<file path="config.mk">
export PLATFORM = sky130hd
export DESIGN_NAME = tuning_tap_selector
export DESIGN_NICKNAME = d
export VERILOG_FILES = /design/src/rtl/tapsel_pkg.sv /design/src/rtl/tapsel_merge.sv /design/src/rtl/tapsel_run_scan.sv /design/src/rtl/tapsel_pick.sv /design/src/rtl/tuning_tap_selector.sv
export SDC_FILE = /design/constraint.sdc
export NUM_CORES = 1
export LEC_CHECK = 0
export BUFFER_PORTS_ARGS = -buffer_cell sky130_fd_sc_hd__buf_4
export CORE_MARGIN = 10
export CORE_UTILIZATION = 51
export DETAILED_ROUTE_END_ITERATION = 16
export PLACE_DENSITY = 0.72
export SYNTH_ARGS = -nofsm -noshare
export SYNTH_HDL_FRONTEND = slang
export SYNTH_SLANG_ARGS = --single-unit
</file>
<file path="constraint.sdc">
create_clock -name clk -period 8.3 [get_ports clk]
set_clock_uncertainty 0.15 [all_clocks]
set_input_delay 0.415 -clock clk [delete_from_list [all_inputs] [get_ports clk]]
set_output_delay 0.415 -clock clk [all_outputs]
set_load 0.005 [all_outputs]
</file>
<file path="src/rtl/tapsel_pkg.sv">
package tapsel_pkg;

    // Controller phases
    typedef enum logic [1:0] {
        ST_IDLE  = 2'd0,
        ST_SCAN  = 2'd1,
        ST_FINAL = 2'd2
    } tapsel_state_e;

    // Shortest passing window that still yields a selection
    localparam int unsigned TAPSEL_MIN_RUN = 3;

    // Midpoint of a window, folded back into the tap range.
    // The midpoint is always below 2*taps, so one subtraction suffices.
    function automatic int unsigned tapsel_fold(input int unsigned first,
                                                input int unsigned last,
                                                input int unsigned taps);
        int unsigned mid;
        mid = (first + last) / 2;
        if (mid >= taps) begin
            mid = mid - taps;
        end
        return mid;
    endfunction

endpackage

</file>
<file path="src/rtl/tapsel_merge.sv">
module tapsel_merge #(
    parameter int unsigned NUM_TAPS = 8,
    localparam int unsigned MAP_W   = 2 * NUM_TAPS
) (
    input  logic [MAP_W-1:0] raw_i,
    output logic [MAP_W-1:0] merged_o
);
    // A tap passes only if both of its probes passed
    for (genvar t = 0; t < NUM_TAPS; t++) begin : g_tap
        logic both_ok;
        assign both_ok                 = raw_i[t] & raw_i[t + NUM_TAPS];
        assign merged_o[t]             = both_ok;
        assign merged_o[t + NUM_TAPS]  = both_ok;
    end
endmodule

</file>
<file path="src/rtl/tapsel_run_scan.sv">
module tapsel_run_scan #(
    parameter int unsigned MAP_W = 16,
    localparam int unsigned IDX_W = $clog2(MAP_W),
    localparam int unsigned LEN_W = $clog2(MAP_W + 1)
) (
    input  logic             clk,
    input  logic             rst,
    input  logic             clear_i,
    input  logic             step_i,
    input  logic             bit_i,
    input  logic [IDX_W-1:0] idx_i,
    output logic [LEN_W-1:0] fin_len_o,
    output logic [IDX_W-1:0] fin_first_o,
    output logic [IDX_W-1:0] fin_last_o
);
    typedef struct packed {
        logic [LEN_W-1:0] len;
        logic [IDX_W-1:0] first;
        logic [IDX_W-1:0] last;
    } window_t;

    logic [LEN_W-1:0] run_q;
    window_t          best_q;
    window_t          open_w;

    always_ff @(posedge clk) begin
        if (rst || clear_i) begin
            run_q  <= '0;
            best_q <= '0;
        end else if (step_i) begin
            if (bit_i) begin
                run_q <= run_q + LEN_W'(1);
            end else begin
                if (run_q > best_q.len) begin
                    best_q.len   <= run_q;
                    best_q.first <= idx_i - IDX_W'(run_q);
                    best_q.last  <= idx_i - IDX_W'(1);
                end
                run_q <= '0;
            end
        end
    end

    // Window still open after the last position
    always_comb begin
        open_w.len   = run_q;
        open_w.first = IDX_W'(LEN_W'(MAP_W) - run_q);
        open_w.last  = IDX_W'(MAP_W - 1);
    end

    // Final comparison, strictly longer wins
    always_comb begin
        if (open_w.len > best_q.len) begin
            fin_len_o   = open_w.len;
            fin_first_o = open_w.first;
            fin_last_o  = open_w.last;
        end else begin
            fin_len_o   = best_q.len;
            fin_first_o = best_q.first;
            fin_last_o  = best_q.last;
        end
    end
endmodule

</file>
<file path="src/rtl/tapsel_pick.sv">
module tapsel_pick
    import tapsel_pkg::*;
#(
    parameter int unsigned NUM_TAPS = 8,
    localparam int unsigned MAP_W   = 2 * NUM_TAPS,
    localparam int unsigned IDX_W   = $clog2(MAP_W),
    localparam int unsigned LEN_W   = $clog2(MAP_W + 1),
    localparam int unsigned TAP_W   = $clog2(NUM_TAPS)
) (
    input  logic [LEN_W-1:0] len_i,
    input  logic [IDX_W-1:0] first_i,
    input  logic [IDX_W-1:0] last_i,
    output logic             ok_o,
    output logic [TAP_W-1:0] tap_o
);
    localparam logic [LEN_W-1:0] MIN_LEN = LEN_W'(TAPSEL_MIN_RUN);

    always_comb begin
        ok_o  = (len_i >= MIN_LEN);
        tap_o = TAP_W'(tapsel_fold(32'(first_i), 32'(last_i), NUM_TAPS));
    end
endmodule

</file>
<file path="src/rtl/tuning_tap_selector.sv">
module tuning_tap_selector
    import tapsel_pkg::*;
#(
    parameter int unsigned NUM_TAPS = 8,
    localparam int unsigned MAP_W   = 2 * NUM_TAPS,
    localparam int unsigned IDX_W   = $clog2(MAP_W),
    localparam int unsigned LEN_W   = $clog2(MAP_W + 1),
    localparam int unsigned TAP_W   = $clog2(NUM_TAPS)
) (
    input  logic             clk,
    input  logic             rst,
    input  logic             start_i,
    input  logic [MAP_W-1:0] probe_map_i,
    output logic             busy_o,
    output logic             done_o,
    output logic             valid_o,
    output logic             error_o,
    output logic [TAP_W-1:0] tap_set_o,
    output logic             retune_en_o
);
    localparam logic [IDX_W-1:0] LAST_IDX = IDX_W'(MAP_W - 1);

    tapsel_state_e    state_q;
    logic [MAP_W-1:0] map_q;
    logic [MAP_W-1:0] merged_w;
    logic [IDX_W-1:0] idx_q;
    logic             accept_w;
    logic [LEN_W-1:0] fin_len_w;
    logic [IDX_W-1:0] fin_first_w;
    logic [IDX_W-1:0] fin_last_w;
    logic             pick_ok_w;
    logic [TAP_W-1:0] pick_tap_w;

    assign accept_w = (state_q == ST_IDLE) && start_i;

    tapsel_merge #(.NUM_TAPS(NUM_TAPS)) u_merge (
        .raw_i    (probe_map_i),
        .merged_o (merged_w)
    );

    tapsel_run_scan #(.MAP_W(MAP_W)) u_scan (
        .clk         (clk),
        .rst         (rst),
        .clear_i     (accept_w),
        .step_i      (state_q == ST_SCAN),
        .bit_i       (map_q[idx_q]),
        .idx_i       (idx_q),
        .fin_len_o   (fin_len_w),
        .fin_first_o (fin_first_w),
        .fin_last_o  (fin_last_w)
    );

    tapsel_pick #(.NUM_TAPS(NUM_TAPS)) u_pick (
        .len_i   (fin_len_w),
        .first_i (fin_first_w),
        .last_i  (fin_last_w),
        .ok_o    (pick_ok_w),
        .tap_o   (pick_tap_w)
    );

    always_ff @(posedge clk) begin
        if (rst) begin
            state_q     <= ST_IDLE;
            map_q       <= '0;
            idx_q       <= '0;
            done_o      <= 1'b0;
            valid_o     <= 1'b0;
            error_o     <= 1'b0;
            tap_set_o   <= '0;
            retune_en_o <= 1'b0;
        end else begin
            done_o  <= 1'b0;
            valid_o <= 1'b0;
            error_o <= 1'b0;
            case (state_q)
                ST_IDLE: begin
                    if (start_i) begin
                        map_q   <= merged_w;
                        idx_q   <= '0;
                        state_q <= ST_SCAN;
                    end
                end
                ST_SCAN: begin
                    idx_q <= idx_q + IDX_W'(1);
                    if (idx_q == LAST_IDX) begin
                        state_q <= ST_FINAL;
                    end
                end
                ST_FINAL: begin
                    done_o  <= 1'b1;
                    valid_o <= pick_ok_w;
                    error_o <= !pick_ok_w;
                    if (pick_ok_w) begin
                        tap_set_o   <= pick_tap_w;
                        retune_en_o <= 1'b1;
                    end
                    state_q <= ST_IDLE;
                end
                default: state_q <= ST_IDLE;
            endcase
        end
    end

    assign busy_o = (state_q != ST_IDLE);
endmodule

</file>
# Word level (Yosys, flattened, before mapping)
# Cells that the tools add are included.
# totals
elab_cells	63
inputBits	19
ff_bits	47
# classes
add_sub_neg	7
bitwise_logic	10
eq_ne	5
magnitude_cmp	4
reduce_logical	12
n_mux	13
# ops
cell	count
$mux W4	3
$mux W5	2
$and A1 B1 Y1	8
$pmux W4 S2	1
$reduce_and A2 Y1	4
$add A4 B4 Y5	1
$add A5 B1 Y5 const B	1
$ge A5 B2 Y1 const B	1
$gt A5 B5 Y1	1
$lt A4 B5 Y1 const B	1
$add A4 B1 Y4 const B	1
$bmux W1 S4	1
$eq A4 B4 Y1 const B	1
$ge A4 B4 Y1 const B	1
$mux W2	2
$ne A2 B2 Y1 const B	2
$pmux W2 S2	1
$reduce_bool A2 Y1	2
$sub A1 B4 Y4 const A	1
$sub A4 B1 Y4 const B	1
$sub A4 B4 Y4	1
$mux W3	1
$reduce_and A3 Y1	1
$sub A3 B1 Y3 const B	1
other kinds (9)	11

# Longest topological paths before layout
# Gate-level depths: netlist of the first run.
# depth
ltp_word	5
ltp_mapped	14
mapped_depth_nobuf	12

# Hierarchy
# Synthesis of the first run repeated with hierarchy kept, for this count alone.
# hier_totals
cells_unflattened	299
hier_area_um2	2722.6
# by_module_without_submodules
module	instances	cells_each	area_per_inst_um2
tapsel_run_scan	1	130	1255.0
tuning_tap_selector	1	135	1189.9
tapsel_merge	1	24	170.2
tapsel_pick	1	10	107.6

# Least setup slack after synthesis of the first run
# OpenSTA, ideal clock, no wires.
# synth_timing
path_type	register -> register
startpoint	register u_scan.run_q[0]
endpoint	register tap_set_o[2]
synth_period_minus_slack_ns	3.396
path_buffers	2
stages_incl_launch_ff	15
setup_slack_ns	4.904
arrival_ns	3.122
required_ns	8.027
path_cell_list	dfxtp_1 > clkbuf_1 > inv_1 > ha_1 > inv_1 > or2_2 > o21ai_2 > clkbuf_1 > mux2_2 > ha_1 > a31o_2 > a211oi_1 > a31oi_1 > mux2i_1 > o32ai_1
# synth_via
elab_chain_len	5
word_cells_on_any_way	11
cone_classes	add/sub: 3; order compare: 3; mux: 4; reduce/logical: 1
# synth_lines
element	line_no	text
start, declared	tapsel_run_scan.sv:22	logic [LEN_W-1:0] run_q;
start signal, assigned	tapsel_run_scan.sv:32	run_q <= run_q + LEN_W'(1);
$sub A1 B4 Y4 / $gt A5 B5 Y1 (equally long branches)	tapsel_run_scan.sv:47, tapsel_run_scan.sv:53	
$mux W4	tapsel_run_scan.sv:53	if (open_w.len > best_q.len) begin
$add A4 B4 Y5	tapsel_pkg.sv:19	mid = (first + last) / 2;
$ge A4 B4 Y1 / $sub A3 B1 Y3 (equally long branches)	tapsel_pkg.sv:20, tapsel_pkg.sv:21	
$mux W3	tapsel_pkg.sv:20	if (mid >= taps) begin
end signal, assigned	tuning_tap_selector.sv:94	tap_set_o <= pick_tap_w;
end, declared	tuning_tap_selector.sv:18	output logic [TAP_W-1:0] tap_set_o,
# Parallel ways exist; a longest one is shown, timed or not.
# A chain may end at the register's enable or synchronous reset.

# Worst setup path after layout of the first run
# layout_timing
startpoint	register u_scan.run_q[2]
endpoint	register tap_set_o[2]
# Same word-level chain as after synthesis.

==> results of run 1 <==
## area by class of cell
cell class | count | share of cell area, %
flip-flops and latches | 39 | 32.2
clock buffers | 5 | 2.84
repair buffers | 26 | 8.06
clock inverters | 3 | 1.81
inverters | 13 | 2.02
well taps | 50 | 2.58
multi-input cells | 174 | 50.4
## worst reg2reg max path, stage by stage (launching register included)
cell and delay, ps:
dfxtp_1 490, ha_1 300, a21oi_1 150, o21ai_0 200
o21ai_2 540, mux2_2 430, ha_1 300, a31o_2 260
a211oi_1 240, a31oi_1 70, mux2i_1 150, o32ai_1 90
## how the worst max path moves through the flow
stage                   end            start  cells past startpoint
3_3_place_gp   tap_set_o[2]  u_scan.run_q[2]                     11
2_1_floorplan  tap_set_o[2]  u_scan.run_q[0]                     14
3_5_place_dp   tap_set_o[2]  u_scan.run_q[2]                     11
6_report       tap_set_o[2]  u_scan.run_q[2]                     11
4_1_cts        tap_set_o[2]  u_scan.run_q[2]                     11
5_1_grt        tap_set_o[2]  u_scan.run_q[2]                     11
## cells by family after synthesis
family | Yosys count
and+or+nand+nor | 82
AOI/OAI and AO/OA | 51
DFF | 39
buffers and inverters | 26
adders and majority gates | 16
xor gates and xnor gates | 13
muxes | 12
## cell usage after synthesis
library cell,n
dfxtp_1,39
nor2_1,24
a21oi_1,21
nand2_1,18
ha_1,14
nand3_1,14
inv_1,13
clkbuf_1,9
mux2i_1,9
a211oi_1,8
xnor2_1,8
o21ai_0,7
nand2b_1,6
xor2_1,5
a211oi_2,4
nor2_2,4
nor3_1,4
nand4_1,3
a21o_1,2
a31oi_1,2
fa_1,2
o211a_1,2
a31o_2,1
and2_1,1
and2b_1,1
buf_1,1
buf_12,1
buf_2,1
buf_6,1
mux2_2,1
mux4_1,1
mux4_2,1
nand2_2,1
nand3b_1,1
nor2_8,1
nor2b_1,1
o211ai_1,1
o21ai_2,1
o31ai_1,1
o32ai_1,1
or2_2,1
or2b_1,1
or3_1,1
## report_power, final
part / total (mW) / switching [mW] / leakage (nW) / internal, mW
clock: 0.161 / 0.0712 / 0.0581 / 0.0895
sequential: 0.194 / 0.00394 / 0.315 / 0.190
combinational: 0.0442 / 0.0248 / 0.602 / 0.0194
## flip-flops by register name (all words and copies together), names as in the netlist
name / cells
done_o: 1
error_o: 1
idx_q: 4
map_q: 8
retune_en_o: 1
state_q: 2
tap_set_o: 3
u_scan.best_q: 13
u_scan.run_q: 5
valid_o: 1
## per-stage QoR
stage          utilization [%]  worst slack, ps
3_5_place_dp              57.3             4900
4_1_cts                   60.1             4880
2_1_floorplan                -             4900
3_3_place_gp              57.3             4980
5_1_grt                   60.1             4620
6_report                  60.1             4820
## layer usage
layer / share of wire [%] / GRT usage (%) / wire (um) / up-vias
li1: - / - / - / 870
met1: 47 / 15.0 / 2090 / 779
met2: 47 / 20.2 / 2110 / 26
met3: 4.3 / 3.77 / 193 / 8
met4: 1.9 / 5.69 / 86 / 0
met5: 0 / 0 / 0 / -
==> results by group, run 1 <==
Drt
  • Avg WL per Cell: about 14 um
  • Routed via count: approximately 1700
  • # DRC: 0
  • Routed WL: around 4500 um
  • DR pass1 iterations: 4
  • Via/cell ratio: ~5.4
  • Antenna Nets Post-Route: 0
  • Iter 0 DRT Violations: approximately 150

Worst setup path
  • Worst Path Max Fanout: 11
  • R2r startpoint: u_scan.run_q[2]
  • Crit path kind: reg -> reg
  • CP max stage cell: o21ai_2
  • Reg2Reg Depth: 11
  • Most used cell, CP: ha_1
  • RR Endpoint: tap_set_o[2]
  • Worst EP arrival: roughly 3500 ps
  • Top delay family on crit path: compound AO/OA/AOI/OAI gates
  • WP data required: approximately 8300 ps
  • Peak per-stage delay on the critical path: 540 ps
  • CP cell instances: ha_1 -> a21oi_1 -> o21ai_0 -> o21ai_2 -> mux2_2 -> ha_1 -> a31o_2 -> a211oi_1 -> a31oi_1 -> mux2i_1 -> o32ai_1
  • WP buf/inv: 0
  • Reg2reg setup slack: approximately 4800 ps
  • Worst setup EP type: flop
  • CP Launch Type: flop

Final layout
  • Ratio of cells with drive above 1 in the final layout: 18.8%
  • Final non-filler cell total: 310
  • Multi-input logic area: roughly 1200 um2
  • N_diodes: 0
  • Area growth, synth to finish: 14.0%
  • Sequential cell area: 781 um2
  • Commonest non-fill, non-tap cell in the layout: dfxtp_1
  • Fin nets: ~290
  • # fillers: 374
  • Most frequent cells in the layout: dfxtp_1, buf_4, nor2_1
  • Final instance area: between 2000 and 2500 um2

Clock tree
  • Clock Latency Late Sink: 300 ps
  • CTS tree: built
  • CTS clock-pin slew for the worst setup and hold paths: 80 ps
  • CTS buffer count: 5
  • CTS root buffer: clkbuf_8
  • CTS resizes: 0
  • Clk buf depth: 2
  • Htree depth: 2
  • Clk sinks: 39
  • Post-CTS Setup Bufs: 0
  • Hold buffer count at CTS: 0

Worst hold path
  • Hold path cells: 3
  • Hold endpoint: map_q[13]
  • Hold path start: probe_map_i[13]
  • Min-delay worst type: in -> reg

Floorplanning
  • DIE WIDTH: around 85 um
  • Ports: 27
  • Die Y: roughly 85 um
  • Die area: roughly 7000 um2
  • # rows: 23
  • Initial Util: between 50% and 60%
  • CORE AREA: just over 4000 um2

Global route
  • Antenna violations before repair: 0
  • Largest net degree at the start of global routing: 22
  • Grt ovf: 0
  • Vias in the first global route: approximately 1600
  • Total GRT Usage: between 10% and 20%
  • Global-route wire length before repair: approximately 7500 um

Status
  • Status: completed

Pwr
  • Total power: about 0.40 mW
  • Max VDD drop: around 0.00009 V
  • Pwr Density: 165 nW/um2
  • Leakage power: approximately 0.98 nW

Logic synthesis
  • Synth Area in XOR/XNOR: 5.36%
  • Synth Area in Simple Gates: 19.0%
  • Post-Syn Instances: between 200 and 250
  • Synth Area in Compound Gates: between 10% and 20%
  • Register area share after synthesis: between 30% and 40%
  • Ys Warns: 0
  • Mux cell area share after synthesis: roughly 7%
  • Netlist cell types: 43
  • Top post-synthesis cells by area: dfxtp_1, ha_1, a21oi_1
  • FF+latch count, synth: 39
  • Adder-cell share of the synthesized area: approximately a tenth
  • Syn_nets: about 270
  • Main combinational cell family by area after synthesis: simple AND/OR/NAND/NOR gates
  • Top cell type's share of synthesized area: 36.7%
  • Post-Synthesis Cell Area: 2120 um2
  • Yosys top cell by area: dfxtp_1
  • Avg Cell Area, Syn: 8.89 um2

STA
  • Period utilization: 41.9%
  • Hold_ws: between 200 and 250 ps
  • Setup TNS: 0 ps
  • Unrepaired setup endpoints after global routing: no
  • Min Clock Period, post-route: between 3000 and 4000 ps
  • Setup Viol. Count Final: 0
  • Max-slew headroom: approximately 55%
  • Worst-margin pin slew: between 600 and 700 ps
  • Final slew viol count: 0
  • Fmax: about 290 MHz
  • Hold Fails Final Rpt: 0

Placed design
  • Placed Cells: 302
  • Post-DP HPWL: about 3300 um
  • DP Area: between 2000 and 2500 um2
  • Port bufs: 26
  • Placer Congestion: 0.806

Flow run
  • Max-cap violations: 0
Note: power is estimated with default switching activity, not from simulation.
==> inputs of run 2 (changes only) <==
--- a/config.mk
+++ b/config.mk
@@ -9,7 +9,7 @@
 export CORE_MARGIN = 10
 export CORE_UTILIZATION = 51
 export DETAILED_ROUTE_END_ITERATION = 16
-export PLACE_DENSITY = 0.72
+export PLACE_DENSITY = 0.74
 export SYNTH_ARGS = -nofsm -noshare
 export SYNTH_HDL_FRONTEND = slang
 export SYNTH_SLANG_ARGS = --single-unit
==> constraint.sdc (replaced) <==
create_clock -name clk -period 3.1 [get_ports clk]
set_clock_uncertainty 0.15 [all_clocks]
set_input_delay 0.155 -clock clk [delete_from_list [all_inputs] [get_ports clk]]
set_output_delay 0.155 -clock clk [all_outputs]
set_load 0.005 [all_outputs]
==> run 2 against run 1 <==
  * Critical path depth up 1
  * Clock-buffer cell count up 1
  * Non-clock buffer count up 26
  * Final cell count up 8.4%
  * Combinational power rose to 3.4 times the previous value
  * Critical path type unchanged
  * Largest cell class unchanged
  * Largest power group unchanged
==> results by group, run 2 (synthesized netlist as in run 1, its figures left out) <==
Pwr
  • Pwr Density: around 380 nW/um2
  • Sequential cell fraction of total power: between 50% and 60%
  • Total power: a little over 1 mW
  • Leakage power: approximately 1.1 nW
  • Switching Share: between 20% and 30%
  • Internal: approximately 0.74 mW
  • Logic pwr share: between 10% and 20%
  • Switch Pwr: between 0.2 and 0.3 mW
  • Max VDD drop: about 0.00027 V
  • Clock network power share: ~34%

Final layout
  • Fin nets: between 300 and 400
  • Area growth, synth to finish: 24.9%
  • Sequential cell area: approximately 780 um2
  • Most frequent cells in the layout: dfxtp_1, buf_4, nor2_1
  • Max reg flops: 13
  • Commonest non-fill, non-tap cell in the layout: dfxtp_1
  • Multi-input logic area: 1240 um2
  • # fillers: about 330
  • Largest Register: u_scan.best_q
  • N_diodes: 0
  • Final non-filler cell total: 336
  • Biggest regs: u_scan.best_q x13, map_q x8, u_scan.run_q x5
  • Ratio of cells with drive above 1 in the final layout: between 20% and 30%

Drt
  • Antenna Nets Post-Route: 0
  • Avg WL per Cell: 14.9 um
  • Routed via count: ~1800
  • Via/cell ratio: 5.46
  • Routed WL: between 4000 and 5000 um
  • # DRC: 0
  • DR pass1 iterations: 4
  • Iter 0 DRT Violations: ~150

STA
  • Period utilization: 92.6%
  • Hold Fails Final Rpt: 0
  • Worst-margin pin slew: roughly 670 ps
  • Hold_ws: 43.1 ps
  • Max-slew headroom: a little under three fifths
  • Setup TNS: 0 ps
  • Final slew viol count: 0
  • Min Clock Period, post-route: 2870 ps
  • Unrepaired setup endpoints after global routing: no
  • Setup Viol. Count Final: 0
  • Fmax: between 300 and 400 MHz

Global route
  • Global-route wire length before repair: 8650 um
  • Grt ovf: 0
  • GR peak layer: met2
  • Vias in the first global route: between 1500 and 2000
  • Largest net degree at the start of global routing: 22
  • M1 GR Usage: between 15 and 20%
  • Met3 Usage GRT: ~3.0%
  • Grt met2 use: between 20% and 30%
  • Antenna violations before repair: 0
  • Total GRT Usage: between 10% and 20%

Floorplanning
  • CORE AREA: between 4000 and 5000 um2
  • DIE WIDTH: ~85 um
  • Initial Util: a little over half
  • # rows: 23
  • Die Y: 84.5 um
  • Die area: between 7000 and 8000 um2
  • Ports: 27

Worst setup path
  • Crit path kind: reg -> reg
  • WP data required: around 3100 ps
  • WP buf/inv: 1
  • Worst Path Max Fanout: 3
  • CP max stage cell: dfxtp_1
  • Worst setup EP type: flop
  • CP cell instances: inv_1 -> ha_1 -> nand4_1 -> or2_4 -> o21ai_4 -> mux2_4 -> ha_1 -> a31o_2 -> a211oi_2 -> a31oi_1 -> mux2i_1 -> o32ai_1
  • Peak per-stage delay on the critical path: about 330 ps
  • Top delay family on crit path: compound AO/OA/AOI/OAI gates
  • CP Launch Type: flop
  • Most used cell, CP: ha_1
  • Worst EP arrival: 2910 ps

Flow run
  • Max-cap violations: 0

Worst hold path
  • Min-delay worst type: in -> reg

Clock tree
  • CTS buffer count: 5
  • CTS clock-pin slew for the worst setup and hold paths: about 80 ps
  • CTS root buffer: clkbuf_8
  • CTS tree: built
  • Clk sinks: 39
  • Clk buf depth: 2
  • Clock Latency Late Sink: between 200 and 300 ps
  • Htree depth: 2

Placed design
  • Port bufs: 26
  • Placed Cells: about 310
  • Placer Congestion: between 0.8 and 0.9
  • Post-DP HPWL: ~3400 um

Status
  • Status: completed
-- run 2: metal layers --
layer  up-vias  share of wire (%)
met5         -                  0
met1       877                 45
met3        13                2.5
li1        919                  -
met4         0                2.4
met2        24                 50
-- run 2: layout make-up --
type	count	area share (%)
multi-input cells	174	46.8
flip-flops and latches	39	29.4
repair buffers	52	16.4
clock buffers	6	2.73
well taps	50	2.36
inverters	13	1.84
clock inverters	2	0.471
-- run 2: final timing paths --
path,cells past startpoint,end,start,slack (ps)
hold reg to reg,2,map_q[14],map_q[14],300
hold / removal,2,map_q[14],rst,40
setup / recovery,12,tap_set_o[2],u_scan.best_q[12],230
setup reg to reg,12,tap_set_o[2],u_scan.best_q[12],230
-- run 2: timing repair --
item / 4_1_cts / 5_1_grt
gates resized for setup: 0 / 5
endpoints found under the hold margin: 8 / 0
setup buffers: 0 / 3
hold buffers: 16 / 0
endpoints found under the setup margin: 0 / 1
-- run 2: per-stage QoR --
stage / area, um2 / setup WS, ps / util (%)
2_1_floorplan: 2150 / 47.2 / -
3_3_place_gp: 2370 / 275 / 58.9
3_5_place_dp: 2370 / 188 / 58.9
4_1_cts: 2620 / 179 / 64.9
5_1_grt: 2650 / 3.46 / 65.9
6_report: 2650 / 229 / 65.9
-- run 2: power groups by stage --
stage / clock network (mW) / registers [mW] / logic, mW
2_1_floorplan: 0 / 0.526 / 0.0947
3_3_place_gp: 0 / 0.527 / 0.127
3_5_place_dp: 0 / 0.527 / 0.129
4_1_cts: 0.343 / 0.515 / 0.144
5_1_grt: 0.368 / 0.516 / 0.166
6_report: 0.338 / 0.515 / 0.152
-- run 2: worst register-to-register path, delay by kind of cell, from the launching register on --
family                     cells  cell delay (ps)
muxes                          2              480
buffers and inverters          1               50
adders and majority gates      2              600
DFF                            1              330
AOI/OAI and AO/OA              5              710
and+or+nand+nor                2              450
==> inputs of run 3 (changes only) <==
--- a/config.mk
+++ b/config.mk
@@ -6,10 +6,12 @@
 export NUM_CORES = 1
 export LEC_CHECK = 0
 export BUFFER_PORTS_ARGS = -buffer_cell sky130_fd_sc_hd__buf_4
-export CORE_MARGIN = 10
-export CORE_UTILIZATION = 51
+export CELL_PAD_IN_SITES_DETAIL_PLACEMENT = 0
+export CELL_PAD_IN_SITES_GLOBAL_PLACEMENT = 1
+export CORE_MARGIN = 2
+export CORE_UTILIZATION = 39
 export DETAILED_ROUTE_END_ITERATION = 16
-export PLACE_DENSITY = 0.74
+export PLACE_DENSITY_LB_ADDON = 0.1
 export SYNTH_ARGS = -nofsm -noshare
 export SYNTH_HDL_FRONTEND = slang
 export SYNTH_SLANG_ARGS = --single-unit
==> run 3 against run 2 <==
  * Total power increased by 3.9%
  * Core utilization shrank 14 points
  * Design area increased by 1.6%
  * Worst hold slack worse by 9.3 ps
  * Clock-buffer cell count up 1
  * Largest cell class unchanged
  * Register-to-register slack is essentially flat
  * Critical path type unchanged
==> results by group, run 3 (synthesized netlist as in run 1, its figures left out) <==
STA
  • Fmax: ~350 MHz
  • Min Clock Period, post-route: about 2900 ps
  • Worst-margin pin slew: around 420 ps
  • Hold_ws: between 30 and 40 ps
  • Setup TNS: 0 ps
  • Hold Fails Final Rpt: 0
  • Setup Viol. Count Final: 0
  • Max-slew headroom: between 70% and 80%
  • Unrepaired setup endpoints after global routing: no
  • Period utilization: just over 90%
  • Setup ws final: ~230 ps
  • Final slew viol count: 0

Pwr
  • Max VDD drop: approximately 0.00023 V
  • Pwr Density: around 390 nW/um2
  • Leakage power: 1.07 nW

Placed design
  • Post-Place Setup Slack: about 200 ps
  • Port bufs: 26
  • Post-DP HPWL: between 3000 and 4000 um
  • Placer Congestion: 0.724

Global route
  • Grt ovf: 0
  • Vias in the first global route: approximately 1700
  • Largest net degree at the start of global routing: 22
  • Total GRT Usage: between 15 and 20%
  • Antenna violations before repair: 0
  • Global-route wire length before repair: about 7900 um

Drt
  • DR pass1 iterations: 4
  • # DRC: 0
  • Antenna Nets Post-Route: 0
  • Routed WL: ~4600 um
  • Avg WL per Cell: ~13 um
  • Iter 0 DRT Violations: 74
  • Routed via count: roughly 1800
  • Via/cell ratio: about 5

Final layout
  • Biggest regs: u_scan.best_q x13, map_q x8, u_scan.run_q x5
  • Most frequent cells in the layout: dfxtp_1, buf_4, nor2_1
  • N_diodes: 0
  • Area growth, synth to finish: 26.9%
  • Ratio of cells with drive above 1 in the final layout: a little over a fifth
  • Largest Register: u_scan.best_q
  • Sequential cell area: around 800 um2
  • Fin nets: ~320
  • Final core utilization: a little over half
  • Multi-input logic area: between 1000 and 1500 um2
  • # fillers: 500
  • Max reg flops: 13
  • Commonest non-fill, non-tap cell in the layout: dfxtp_1

Worst setup path
  • Worst Path Max Fanout: 4
  • Worst setup EP type: flop
  • CP cell instances: inv_1 -> ha_1 -> nand4_1 -> buf_4 -> nor2_4 -> o21ai_4 -> mux2_4 -> ha_1 -> a31o_2 -> a211oi_2 -> a31oi_1 -> mux2i_1 -> o32ai_1
  • CP Launch Type: flop
  • WP data required: ~3100 ps
  • Most used cell, CP: ha_1
  • Crit path kind: reg -> reg
  • Peak per-stage delay on the critical path: 330 ps
  • Worst EP arrival: 2900 ps
  • CP max stage cell: dfxtp_1

Flow run
  • Max-cap violations: 0

Clock tree
  • CTS clock-pin slew for the worst setup and hold paths: about 80 ps
  • Clock Latency Late Sink: about 290 ps
  • CTS tree: built
  • Htree depth: 2
  • Clk buf depth: 2
  • Clk sinks: 39
  • CTS buffer count: 5
  • CTS root buffer: clkbuf_8

Floorplanning
  • # rows: 26
  • Die area: 6050 um2
  • CORE AREA: just over 5000 um2
  • Initial Util: 41.1%
  • Ports: 27
  • DIE WIDTH: a little under 80 um
  • Die Y: just under 80 um

Worst hold path
  • Min-delay worst type: in -> reg

Status
  • Status: completed
-- run 3: cell types whose count changed in the layout (fill, tap and decap cells not counted), sizes merged --
cell,previous run,this run
buf,36,35
clkinv,1,0
clkbuf,6,7
-- run 3: worst paths after layout --
kind | from | end | slack [ps] | cells past startpoint
min | rst | tap_set_o[0] | 30 | 2
max reg2reg | u_scan.best_q[12] | tap_set_o[2] | 230 | 13
max | u_scan.best_q[12] | tap_set_o[2] | 230 | 13
min reg2reg | map_q[10] | map_q[10] | 300 | 2
-- run 3: layout make-up --
cell class	count	share of cell area (%)
clock buffers	7	3.57
clock inverters	1	0.279
inverters	13	1.81
multi-input cells	174	46.3
flip-flops and latches	39	29.0
well taps	70	3.25
repair buffers	51	15.8
-- run 3: timing repair --
action	in CTS	in global routing
setup endpoints to repair	0	1
setup buffers	0	1
hold buffers	16	0
hold endpoints to repair	8	0
gates resized for setup	0	6
-- run 3: routing by layer --
layer / global-route usage (%) / share of wire [%]
met1: 22.5 / 51
met3: 3.84 / 3.6
met5: 0 / 0
met2: 25.2 / 44
met4: 4.82 / 1.1
-- run 3: power breakdown --
group / internal [mW] / switching [mW] / total [mW] / leakage, nW
Clock: 0.202 / 0.180 / 0.383 / 0.0505
Sequential: 0.509 / 0.00639 / 0.516 / 0.315
Combinational: 0.0705 / 0.0753 / 0.146 / 0.707
-- run 3: worst max-delay path: cells and delay by family (launching register included) --
kind                       cells  cell delay (ps)
muxes                          2              470
AOI/OAI and AO/OA              5              710
and+or+nand+nor                2              270
buffers and inverters          2              220
DFF                            1              330
adders and majority gates      2              590
-- run 3: metrics by stage --
step | instance area [um2] | std cells | power (mW)
after global placement | 2400 | 330 | 0.660
after global routing | 2700 | 355 | 1.10
after floorplan | 2150 | 239 | 0.621
final | 2700 | 355 | 1.04
after CTS | 2670 | 354 | 1.06
after detailed placement | 2400 | 330 | 0.659
